===== src/rtl/pm_pkg.sv =====
package pm_pkg;
  localparam int MODE_W   = 3;
  localparam int MB_DOZE  = 0;
  localparam int MB_NAP   = 1;
  localparam int MB_SLEEP = 2;

  typedef enum logic [2:0] {
    ST_FULL     = 3'd0,
    ST_QUIESCE  = 3'd1,
    ST_DOZE     = 3'd2,
    ST_COPYBACK = 3'd3,
    ST_NAP      = 3'd4,
    ST_SLEEP    = 3'd5
  } pm_state_e;

  localparam logic [1:0] CODE_FULL  = 2'd0;
  localparam logic [1:0] CODE_DOZE  = 2'd1;
  localparam logic [1:0] CODE_NAP   = 2'd2;
  localparam logic [1:0] CODE_SLEEP = 2'd3;
endpackage


===== src/rtl/pm_decrementer.sv =====
module pm_decrementer #(
  parameter int DEC_W = 32
) (
  input  logic             clk,
  input  logic             rst_n,
  input  logic             run,
  input  logic             load,
  input  logic [DEC_W-1:0] load_val,
  output logic             irq
);
  localparam logic [DEC_W-1:0] ALL_ONES = {DEC_W{1'b1}};

  logic [DEC_W-1:0] cnt_q;
  logic             irq_q;
  logic             wrap;

  assign wrap = run && !load && (cnt_q == '0);

  always_ff @(posedge clk or negedge rst_n) begin
    if (!rst_n) begin
      cnt_q <= ALL_ONES;
      irq_q <= 1'b0;
    end else begin
      irq_q <= wrap;
      if (load)     cnt_q <= load_val;
      else if (run) cnt_q <= cnt_q - 1'b1;
    end
  end

  assign irq = irq_q;

  assert_wrap_pulse_R10: assert property (@(posedge clk) disable iff (!rst_n)
    (run && !load && cnt_q == '0) |=> (irq && cnt_q == ALL_ONES));

  assert_frozen_count_R9: assert property (@(posedge clk) disable iff (!rst_n)
    (!run && !load) |=> $stable(cnt_q));
endmodule


===== src/rtl/pm_fsm.sv =====
module pm_fsm
  import pm_pkg::*;
(
  input  logic              clk,
  input  logic              rst_n,
  input  logic              mode_wr,
  input  logic [MODE_W-1:0] mode_wdata,
  input  logic              ext_irq,
  input  logic              smi_irq,
  input  logic              dec_irq,
  input  logic              quiesce_ack,
  input  logic              snoop_hit,
  input  logic              copyback_done,
  output logic [1:0]        cur_mode,
  output logic              quiesce_req,
  output logic              snoop_en,
  output logic              dcache_en,
  output logic              copyback_req,
  output logic              core_on,
  output logic              dec_run,
  output logic              mode_err
);
  pm_state_e state_q, state_d;
  pm_state_e tgt_q, tgt_d;
  logic      pend_q, pend_d;
  logic      err_q;
  logic      legal, wake_any, wake_ext, bad_wr;

  assign legal    = ($countones(mode_wdata) == 1);
  assign wake_ext = ext_irq | smi_irq;
  assign wake_any = wake_ext | dec_irq;
  assign bad_wr   = (state_q == ST_FULL) && mode_wr && !legal;

  always_comb begin
    state_d = state_q;
    tgt_d   = tgt_q;
    pend_d  = 1'b0;
    unique case (state_q)
      ST_FULL: if (mode_wr && legal) begin
        if (mode_wdata[MB_DOZE]) state_d = ST_DOZE;
        else begin
          state_d = ST_QUIESCE;
          tgt_d   = mode_wdata[MB_NAP] ? ST_NAP : ST_SLEEP;
        end
      end
      ST_QUIESCE:  if (wake_any) state_d = ST_FULL;
                   else if (quiesce_ack) state_d = tgt_q;
      ST_DOZE:     if (wake_any) state_d = ST_FULL;
                   else if (snoop_hit) state_d = ST_COPYBACK;
      ST_COPYBACK: begin
        pend_d = pend_q | wake_any;
        if (copyback_done) begin
          state_d = (pend_q || wake_any) ? ST_FULL : ST_DOZE;
          pend_d  = 1'b0;
        end
      end
      ST_NAP:      if (wake_any) state_d = ST_FULL;
      ST_SLEEP:    if (wake_ext) state_d = ST_FULL;
      default:     state_d = ST_FULL;
    endcase
  end

  always_ff @(posedge clk or negedge rst_n) begin
    if (!rst_n) begin
      state_q <= ST_FULL;
      tgt_q   <= ST_NAP;
      pend_q  <= 1'b0;
      err_q   <= 1'b0;
    end else begin
      state_q <= state_d;
      tgt_q   <= tgt_d;
      pend_q  <= pend_d;
      if (bad_wr) err_q <= 1'b1;
    end
  end

  always_comb begin
    unique case (state_q)
      ST_DOZE, ST_COPYBACK: cur_mode = CODE_DOZE;
      ST_NAP:               cur_mode = CODE_NAP;
      ST_SLEEP:             cur_mode = CODE_SLEEP;
      default:              cur_mode = CODE_FULL;
    endcase
  end

  assign core_on      = (state_q == ST_FULL) || (state_q == ST_QUIESCE);
  assign quiesce_req  = (state_q == ST_QUIESCE);
  assign copyback_req = (state_q == ST_COPYBACK);
  assign snoop_en     = !((state_q == ST_NAP) || (state_q == ST_SLEEP));
  assign dcache_en    = core_on || (state_q == ST_COPYBACK);
  assign dec_run      = (state_q != ST_SLEEP);
  assign mode_err     = err_q;

  assert_no_direct_hop_R4: assert property (@(posedge clk) disable iff (!rst_n)
    (state_q == ST_NAP || state_q == ST_SLEEP) |=>
      (state_q == $past(state_q) || state_q == ST_FULL));

  assert_deep_from_handshake_R5: assert property (@(posedge clk) disable iff (!rst_n)
    (state_q == ST_FULL || state_q == ST_DOZE || state_q == ST_COPYBACK) |=>
      !(state_q == ST_NAP || state_q == ST_SLEEP));

  assert_deep_needs_ack_R5: assert property (@(posedge clk) disable iff (!rst_n)
    (state_q == ST_QUIESCE && !quiesce_ack) |=>
      !(state_q == ST_NAP || state_q == ST_SLEEP));

  assert_sleep_holds_R9: assert property (@(posedge clk) disable iff (!rst_n)
    (state_q == ST_SLEEP && !ext_irq && !smi_irq) |=> (state_q == ST_SLEEP));

  assert_err_sticky_R3: assert property (@(posedge clk) disable iff (!rst_n)
    mode_err |=> mode_err);
endmodule


===== src/rtl/pm_clk_gate.sv =====
module pm_clk_gate #(
  parameter int N_UNITS = 4
) (
  input  logic               core_on,
  input  logic               dyn_gate_en,
  input  logic [N_UNITS-1:0] unit_busy,
  output logic [N_UNITS-1:0] unit_clk_en
);
  for (genvar u = 0; u < N_UNITS; u++) begin : g_unit
    assign unit_clk_en[u] = core_on && (!dyn_gate_en || unit_busy[u]);
  end
endmodule


===== src/rtl/pwr_mode_ctrl.sv =====
module pwr_mode_ctrl
  import pm_pkg::*;
#(
  parameter int N_UNITS = 4,
  parameter int DEC_W   = 32
) (
  input  logic               clk,
  input  logic               rst_n,
  input  logic               mode_wr,
  input  logic [MODE_W-1:0]  mode_wdata,
  input  logic               dyn_gate_en,
  input  logic [N_UNITS-1:0] unit_busy,
  input  logic               ext_irq,
  input  logic               smi_irq,
  input  logic               dec_load,
  input  logic [DEC_W-1:0]   dec_value,
  input  logic               quiesce_ack,
  input  logic               snoop_hit,
  input  logic               copyback_done,
  output logic [1:0]         cur_mode,
  output logic               quiesce_req,
  output logic               snoop_en,
  output logic               dcache_en,
  output logic               copyback_req,
  output logic               dec_clk_en,
  output logic [N_UNITS-1:0] unit_clk_en,
  output logic               dec_irq,
  output logic               mode_err
);
  logic core_on;
  logic dec_run;

  pm_decrementer #(.DEC_W(DEC_W)) u_dec (
    .clk      (clk),
    .rst_n    (rst_n),
    .run      (dec_run),
    .load     (dec_load),
    .load_val (dec_value),
    .irq      (dec_irq)
  );

  pm_fsm u_fsm (
    .clk           (clk),
    .rst_n         (rst_n),
    .mode_wr       (mode_wr),
    .mode_wdata    (mode_wdata),
    .ext_irq       (ext_irq),
    .smi_irq       (smi_irq),
    .dec_irq       (dec_irq),
    .quiesce_ack   (quiesce_ack),
    .snoop_hit     (snoop_hit),
    .copyback_done (copyback_done),
    .cur_mode      (cur_mode),
    .quiesce_req   (quiesce_req),
    .snoop_en      (snoop_en),
    .dcache_en     (dcache_en),
    .copyback_req  (copyback_req),
    .core_on       (core_on),
    .dec_run       (dec_run),
    .mode_err      (mode_err)
  );

  pm_clk_gate #(.N_UNITS(N_UNITS)) u_gate (
    .core_on     (core_on),
    .dyn_gate_en (dyn_gate_en),
    .unit_busy   (unit_busy),
    .unit_clk_en (unit_clk_en)
  );

  assign dec_clk_en = dec_run;

  assert_gate_off_low_power_R11: assert property (@(posedge clk) disable iff (!rst_n)
    (cur_mode != CODE_FULL) |-> (unit_clk_en == '0));

  assert_snoop_off_deep_R6: assert property (@(posedge clk) disable iff (!rst_n)
    (cur_mode == CODE_NAP || cur_mode == CODE_SLEEP) |-> (!snoop_en && !dcache_en));
endmodule


===== config.mk =====
export PLATFORM = sky130hd
export DESIGN_NAME = pwr_mode_ctrl
export DESIGN_NICKNAME = d
export VERILOG_FILES = /design/src/rtl/pm_pkg.sv /design/src/rtl/pm_decrementer.sv /design/src/rtl/pm_fsm.sv /design/src/rtl/pm_clk_gate.sv /design/src/rtl/pwr_mode_ctrl.sv
export SDC_FILE = /design/constraint.sdc
export NUM_CORES = 1
export LEC_CHECK = 0
export CORE_ASPECT_RATIO = 2
export CORE_UTILIZATION = 43
export CTS_BUF_LIST = sky130_fd_sc_hd__clkbuf_2 sky130_fd_sc_hd__clkbuf_4 sky130_fd_sc_hd__clkbuf_8
export CTS_CLUSTER_DIAMETER = 30
export DETAILED_ROUTE_END_ITERATION = 10
export PLACE_DENSITY_LB_ADDON = 0.08
export SYNTH_ARGS = -nofsm -noshare
export SYNTH_HDL_FRONTEND = slang
export SYNTH_SLANG_ARGS = --single-unit

===== constraint.sdc =====
create_clock -name clk -period 1.7 [get_ports clk]
set_input_delay 0.34 -clock clk [delete_from_list [all_inputs] [get_ports clk]]
set_output_delay 0.34 -clock clk [all_outputs]
set_load 0.005 [all_outputs]

======== Yosys cells after proc, flatten, opt, wreduce, memory -nomap -nowiden ========
Cells that the tools add are included.
word-level totals
  output and inout port bits .............. 13
  bits of input ports ..................... 49
  bits in registers ....................... 41
  logic and storage cells ................. 70
operators by class
  equality and inequality tests ........... 13
  add/sub/neg operators ................... 3
  bitwise gates (word level) .............. 4
  reductions and logical operators ........ 27
  multiplexer cells ....................... 17
operators with widths
  cell                   number
  $mux 32                2
  $add 32x1->32          1
  $eq 32x2->1 const B    1
  $logic_not 32->1       1
  $sub 32x1->32 const B  1
  $mux 3                 8
  $pmux 3 s6             1
  $logic_and 1x1->1      9
  $logic_or 1x1->1       8
  $eq 3x2->1 const B     2
  $eq 3x3->1 const B     2
  $ne 2x1->1 const B     3
  $ne 3x2->1 const B     2
  $pmux 2 s3             1
  $reduce_and 6->1       1
  $logic_not 1->1        4
  $mux 2                 2
  $eq 3x1->1 const B     1
  $logic_not 3->1        1
  $mux 1                 3
  $ne 3x3->1 const B     1
  $or 1x1->1             3
  $reduce_and 3->1       1
  $add 1x1->2            1
  other kinds (4)        4

======== Depth between registers and ports, before layout ========
Gate-level depths: netlist of the first run.
  depth after elaboration ................. 6
  mapped depth ............................ 8
  gate-level depth less buffers ........... 8

======== Hierarchy ========
From an unflattened synthesis of the first run, not the netlist that was laid out.
second synthesis, totals
  cell total of the unflattened synthesis .. 290
  area total of the unflattened synthesis .. 2595.0 um^2
by module, submodules not included
  module          area an instance (um^2)  cells an instance  times used  sequential area each (um^2)
  pm_decrementer  2097.0                   230                1           865.8
  pm_fsm          449.2                    52                 1           150.1
  pm_clk_gate     48.8                     8                  1           0.0

======== Least setup slack after synthesis of the first run ========
No wires, ideal clock.
  kind .................................... input port to flip-flop
  start ................................... in mode_wdata[0]
  end ..................................... reg u_fsm.state_q[1]
  stages on the path ...................... 8
  data required time ...................... 1.572 ns
  setup time .............................. 0.128 ns
  setup slack ............................. -0.135 ns
  path buffers ............................ 0
  arrival time ............................ 1.707 ns
  cells stage by stage .................... ha_1 -> ha_1 -> ha_1 -> nor2_1 -> nand3_1 -> o21ai_1 -> o311ai_2 -> mux2_1
between the ends
  longest elaborated chain between the ends .. 6
  elaborated cells on any way between the ends .. 9
  classes of those cells .................. add/sub: 2; eq/ne: 2; mux: 3; reduce/logical: 2
RTL lines
  element                              line                 text
  from (decl)                          pwr_mode_ctrl.sv:10  input logic [MODE_W-1:0] mode_wdata,
  $add 1x1->2 (not written as such)    pm_fsm.sv:29         assign legal = ($countones(mode_wdata) == 1);
  $add 32x1->32 (not written as such)  pm_fsm.sv:29
  $eq 32x2->1                          pm_fsm.sv:29
  $logic_and 1x1->1                    pm_fsm.sv:39         ST_FULL: if (mode_wr && legal) begin
  $ne 2x1->1 (no line)                 -
  $reduce_and 6->1 (no line)           -
  to (signal assigned)                 pm_fsm.sv:70         state_q <= state_d;
  to (decl)                            pm_fsm.sv:23         pm_state_e state_q, state_d;
Several ways; a longest one is shown, not always the timed one. The select of a mux whose other input is x is not followed.
A chain may end at the register's enable or synchronous reset.

======== Final worst setup path of the first run ========
  start ................................... in mode_wdata[1]
  end ..................................... reg u_fsm.state_q[1]
between the ends
  longest elaborated chain between the ends .. 6
RTL lines
  element                              line
  $add 1x1->2 (not written as such)    pm_fsm.sv:29
  $add 32x1->32 (not written as such)  pm_fsm.sv:29
  $eq 32x2->1                          pm_fsm.sv:29
  $logic_and 1x1->1                    pm_fsm.sv:39
  $ne 2x1->1 (no line)                 -
  $reduce_and 6->1 (no line)           -
No other way between the ends.

==> flow_summary.toml, run 1 <==
[outcome]
run_status = "completed"

[worst_hold_path]
whs_endpoint = "u_fsm.tgt_q[0]"
min_path_type = "in -> reg"
hp-start = "mode_wdata[1]"
min_path_cells = 2

[setup_path]
critPathLaunchType = "input pin"
reg2reg_depth = 5
r2r-end = "u_fsm.state_q[1]"
critPathRequiredTime_ns = 1.89
arrival_ns = 1.88
cp_max_fo = 3
end_kind = "flip-flop"
reg2reg_from = "u_dec.irq"
path_class = "in -> reg"
rrSetupSlack_ns = 0.03

[routing]
finalWirelength_um = 6380
vias = 2354
postRouteAntennaNets = 0
drc = 0
post_drt_wl_per_cell_um = 14.43
drtPass1Iterations = 6
drtIter0Drc = 121
vias_per_cell = 5.326

[sta]
holdWs_ns = 0.2972
setup_viol = 0
rsz0062_at_grt = "yes"
finalHoldViolCount = 0
max-slew-margin-rel_pct = 70.88
tightest_slew_ns = 0.4368
period_needed_ns = 1.691
period_share_pct = 99.49
setup_slack_ns = 0.008689
drv_slew = 0
fmax_ghz = 0.5913
skew_ns = 0.01116

[placement]
place_ws_ns = -0.7522
place_area_um2 = 3460
hpwl_um = 4804
port_buffers = 61
gp_congestion = 0.8438

[grt]
grt_overflow = 0
grt_max_degree = 32
grt_pass1_wl_um = 10500
grt_pass1_vias = 2414
antenna_found_initial = 0
grtUsageTotal_pct = 21.54

[synthesis]
ys.flop_type = "dfstp_2"
syn_inst = 277
synth_edf_count = 0
syn_nets = 331
yosysSeqAreaShare_pct = 39.73
synth_area_um2 = 2557
synth_seq_cells = 39
ys_types = 53
async_flop_share_pct = 100.0
yosysWarningCount = 0
syn_area_per_cell_um2 = 9.233

[final_layout]
final_common_cell = "clkdlybuf4s50_1"
ff_latch_area_um2 = 1017
fill_cells = 485
multi_input_area_um2 = 1584
n_antenna_cell = 0
fin_area_um2 = 3784
area_delta_synth_final_pct = 47.95
num-nets-final = 434
final_layout_size_suffix_gt1_share_pct = 40.68
final_cell_mix = "clkdlybuf4s50_1, buf_4, nand2_1, dfstp_2, o21ai_1"

[pwr]
p_per_area_nw_per_um2 = 832.5
p_leak_nw = 1.496
finalPower_mw = 3.150
peakVddDrop_uv = 802.6

[clocking]
cts_root_buf = "clkbuf_8"
path_clk_slew_ns = 0.08
numCtsBuffers = 5
cts_max_path_buffers = 2
clock-sinks = 39
clk_latency_ns = 0.31
cts_tree = "yes"
htree_num_levels = 2

[floorplanning]
pin_count = 62
fp.dieW_um = 56.53
chipHeight_um = 111.1
coreArea_um2 = 5709
initial_utilization_pct = 44.80
die_area_um2 = 6279
row_count = 39

[flow_run]
max-cap-violations = 0
-- report_power, final --
part	switching, mW	internal [mW]	total (mW)	leakage (nW)
Clock	0.328	0.343	0.672	0.0517
Combinational	0.562	0.657	1.22	1.02
Sequential	0.145	1.11	1.26	0.423
Total	1.04	2.11	3.15	1.50
-- cell families (layout without fill, tap and decap cells) --
| group | after synthesis | count (layout) | share of synthesized area [%] |
|---|---|---|---|
| DFF | 39 | 39 | 39.73 |
| buffers and inverters | 29 | 133 | 5.088 |
| and+or+nand+nor | 120 | 120 | 29.60 |
| AOI/OAI and AO/OA | 55 | 55 | 12.67 |
| adders and majority gates | 5 | 5 | 2.740 |
| xor gates and xnor gates | 26 | 26 | 8.904 |
| muxes | 3 | 3 | 1.272 |
-- per-layer routing --
metal	part of all wire, %	wire, µm	up-vias	GRT usage (%)
met5	0	0	-	0
met4	4.1	260	0	11.87
met3	4.3	273	23	4.084
met2	56	3563	77	40.71
met1	36	2282	1091	20.68
li1	-	-	1163	-
-- registers in the layout (all words and copies together), names as in the netlist --
register        count
u_dec.cnt_q        32
u_fsm.state_q       3
u_dec.irq           1
u_fsm.mode_err      1
u_fsm.pend_q        1
u_fsm.tgt_q         1
-- timing repair --
item | CTS | global route
setup buffers | 8 | 4
resized for setup | 66 | 30
hold buffers | 1 | 0
endpoints found under the hold margin | 4 | 0
setup endpoints to repair | 18 | 29
pin swaps | 10 | 15
-- cell usage after synthesis (all sizes together), types with 4 or more instances --
library cell  number  area [µm²]
nand2             38       142.6
buf                5       40.04
nand3              5       25.02
nor2              25       93.84
nand4              7       77.58
dfstp             32       840.8
a31oi              4       25.02
nor4              10       127.6
clkbuf             8       30.03
dfrtp              7       175.2
xnor2             21       183.9
nor3              17       141.4
inv               15       56.30
a21oi              6       30.03
ha                 4       50.05
xor2               5       43.79
o21ai             35       175.2
-- through the flow --
stage / utilization (%) / instances / TNS (ns)
after floorplan: - / 277 / -0.1346
after global placement: 60.60 / 422 / -2.372
after detailed placement: 60.60 / 422 / -2.686
after CTS: 63.80 / 438 / -0.04655
after global routing: 66.27 / 442 / -0.4207
final: 66.27 / 442 / 0
-- critical path, cell delays in order --
cell      delay, ns
buf_2          0.13
ha_4           0.23
ha_2           0.16
ha_1           0.18
nor2_2         0.13
nand3_1        0.10
o21ai_1        0.16
o311ai_2       0.11
mux2_1         0.32
-- area by class of cell --
class,count,share of cell area (%)
flip-flops and latches,39,26.89
clock inverters,1,0.1323
multi-input cells,209,41.87
well taps,61,2.017
clock buffers,7,2.381
inverters,16,1.587
repair buffers,109,25.13
-- how the worst max path moves through the flow --
stage / start / end / slack [ns] / cells past startpoint
2_1_floorplan: mode_wdata[0] / u_fsm.state_q[1] / -0.13 / 8
3_3_place_gp: mode_wdata[0] / u_fsm.state_q[1] / -0.70 / 8
3_5_place_dp: mode_wdata[0] / u_fsm.state_q[1] / -0.75 / 8
5_1_grt: u_dec.cnt_q[3] / u_dec.cnt_q[12] / -0.06 / 7
6_report: mode_wdata[1] / u_fsm.state_q[1] / 0.009 / 9
4_1_cts: u_dec.irq / u_fsm.state_q[1] / -0.05 / 5
No activity file was read; power rests on OpenSTA's default activity.
==> inputs of run 2 (changes only) <==
--- a/config.mk
+++ b/config.mk
@@ -5,12 +5,14 @@
 export SDC_FILE = /design/constraint.sdc
 export NUM_CORES = 1
 export LEC_CHECK = 0
+export CAP_MARGIN = 20
 export CORE_ASPECT_RATIO = 2
 export CORE_UTILIZATION = 43
 export CTS_BUF_LIST = sky130_fd_sc_hd__clkbuf_2 sky130_fd_sc_hd__clkbuf_4 sky130_fd_sc_hd__clkbuf_8
 export CTS_CLUSTER_DIAMETER = 30
 export DETAILED_ROUTE_END_ITERATION = 10
 export PLACE_DENSITY_LB_ADDON = 0.08
+export SETUP_SLACK_MARGIN = 0.4
 export SYNTH_ARGS = -nofsm -noshare
 export SYNTH_HDL_FRONTEND = slang
 export SYNTH_SLANG_ARGS = --single-unit
==> flow_summary.toml, run 2 (synthesis results as in run 1) <==
[floorplanning]
pin_count = 62
row_count = 39
die_area_um2 = 6279
initial_utilization_pct = 44.80
coreArea_um2 = 5709
fp.dieW_um = 56.53
chipHeight_um = 111.1

[setup_path]
arrival_ns = 1.96
reg2reg_depth = 8
path_common_cell = "buf_6"
cp_slowest_stage_delay_ns = 0.45
worstPathCellList = "buf_6 -> nand3b_4 -> buf_6 -> nand4_4 -> buf_6 -> nor4_4 -> xor2_1 -> mux2_4"
end_kind = "flip-flop"
critPathRequiredTime_ns = 1.93
path_class = "reg -> reg"
cp_slowest_cell = "dfrtp_2"
reg2reg_from = "u_fsm.state_q[2]"
rrSetupSlack_ns = -0.03
cp_max_fo = 5
critPathLaunchType = "flip-flop"
r2r-end = "u_dec.cnt_q[24]"

[final_layout]
n_antenna_cell = 0
largest_register_ff_count = 32
top_regs = "u_dec.cnt_q x32, u_fsm.state_q x3"
final_common_cell = "buf_6"
num-nets-final = 465
final_layout_size_suffix_gt1_share_pct = 56.31
area_delta_synth_final_pct = 79.45
fill_cells = 353
stdcell_count = 473
final_cell_mix = "buf_6, clkdlybuf4s50_1, buf_4, nand2_1, dfstp_2"
regMostFlops = "u_dec.cnt_q"

[clocking]
ctsHoldBuffers = 0
path_clk_slew_ns = 0.07
cts_tree = "yes"
cts_root_buf = "clkbuf_8"
htree_num_levels = 2
numCtsBuffers = 5
clock-sinks = 39
clk_latency_ns = 0.30
cts_max_path_buffers = 2

[routing]
finalWirelength_um = 7468
drtPass1Iterations = 4
post_drt_wl_per_cell_um = 15.79
vias_per_cell = 5.355
drc = 0
drtIter0Drc = 81
vias = 2533
postRouteAntennaNets = 0

[grt]
grt_max_degree = 40
grt_overflow = 0
grt_pass1_wl_um = 11860
grt_pass1_vias = 2654
antenna_found_initial = 0
grtUsageTotal_pct = 24.29

[sta]
tightest_slew_ns = 0.4041
rsz0062_at_grt = "yes"
setup_viol = 7
period_needed_ns = 1.734
drv_slew = 0
max-slew-margin-rel_pct = 72.85
holdWs_ns = -0.002184
setup_slack_ns = -0.03361
finalHoldViolCount = 2
period_share_pct = 102.0
fmax_ghz = 0.5768
skew_ns = 0.001647

[outcome]
violations = "negative hold slack, negative setup slack"
run_status = "finished, violations left"

[pwr]
p_per_area_nw_per_um2 = 806.7
peakVddDrop_uv = 901.0
p_leak_nw = 1.879

[worst_hold_path]
min_path_type = "in -> async"

[placement]
port_buffers = 61
place_inst = 421
gp_congestion = 0.8094
hpwl_um = 4578

[flow_run]
max-cap-violations = 0
## run 2: cell types whose count changed in the layout (fill, tap and decap cells not counted), moves of 5 or more
| cell | change |
|---|---|
| buf_12 | +5 |
| buf_4 | -6 |
| buf_6 | +36 |
| nand3_1 | -5 |
| nor2_1 | -11 |
| nor2_4 | +8 |
| nor3_2 | -11 |
| nor3_4 | +11 |
| o21ai_0 | -10 |
| o21ai_1 | +7 |
| xnor2_1 | -5 |
| xnor2_2 | +5 |
## run 2: final cells by class
type,instances,area [µm²],area share (%)
timing repair buffer,140,1371,29.88
sequential,39,1020,22.22
inverter,16,67.56,1.472
tap,61,76.32,1.663
multi-input combinational,209,1951,42.50
clock buffer,8,103.9,2.263
## run 2: worst max-delay path by stage
stage	from	to	slack (ns)	cells past startpoint
floorplan	mode_wdata[0]	u_fsm.state_q[1]	-0.09	7
detailed placement	mode_wdata[0]	u_fsm.state_q[1]	-0.90	9
global route	u_fsm.state_q[2]	u_dec.cnt_q[24]	-0.12	8
finish	u_fsm.state_q[2]	u_dec.cnt_q[24]	-0.03	8
global placement	mode_wdata[0]	u_fsm.state_q[1]	-0.85	8
CTS	u_dec.irq	u_fsm.state_q[1]	-0.07	5
## run 2: layer usage
| metal | GRT usage (%) | wire length (µm) | vias up |
|---|---|---|---|
| met5 | 0 | 0 | - |
| met4 | 11.38 | 225 | 0 |
| met3 | 3.617 | 202 | 15 |
| met2 | 45.96 | 4359 | 63 |
| met1 | 24.87 | 2681 | 1227 |
| li1 | - | - | 1228 |
## run 2: report_power, final
part | switching, mW | internal [mW]
logic | 0.719 | 0.966
clock network | 0.332 | 0.386
registers | 0.182 | 1.12
## run 2: critical path: cells and delay by family (launching register included)
| kind | cells | cell delay [ns] |
|---|---|---|
| buffers and inverters | 3 | 0.44 |
| flip-flops | 1 | 0.45 |
| multiplexers | 1 | 0.27 |
| AND/OR/NAND/NOR | 3 | 0.37 |
| XOR/XNOR | 1 | 0.12 |
## run 2: timing repair
item                                    CTS  global route
buffers inserted                         35             9
endpoints found under the setup margin   48            52
pin swaps                                58            30
resized for setup                       157            46
## run 2: through the flow
| stage | setup WS [ns] | util [%] | instance area (µm²) | TNS [ns] | power (mW) |
|---|---|---|---|---|---|
| 6_report | -0.03361 | 80.39 | 4589 | -0.1685 | 3.702 |
| 3_3_place_gp | -0.8457 | 62.88 | 3590 | -3.007 | 2.448 |
| 3_5_place_dp | -0.9018 | 62.88 | 3590 | -3.294 | 2.475 |
| 5_1_grt | -0.1181 | 80.39 | 4589 | -0.8068 | 3.889 |
| 4_1_cts | -0.07367 | 75.35 | 4302 | -0.2178 | 3.513 |
| 2_1_floorplan | -0.09349 | - | 2706 | -0.09349 | 1.882 |
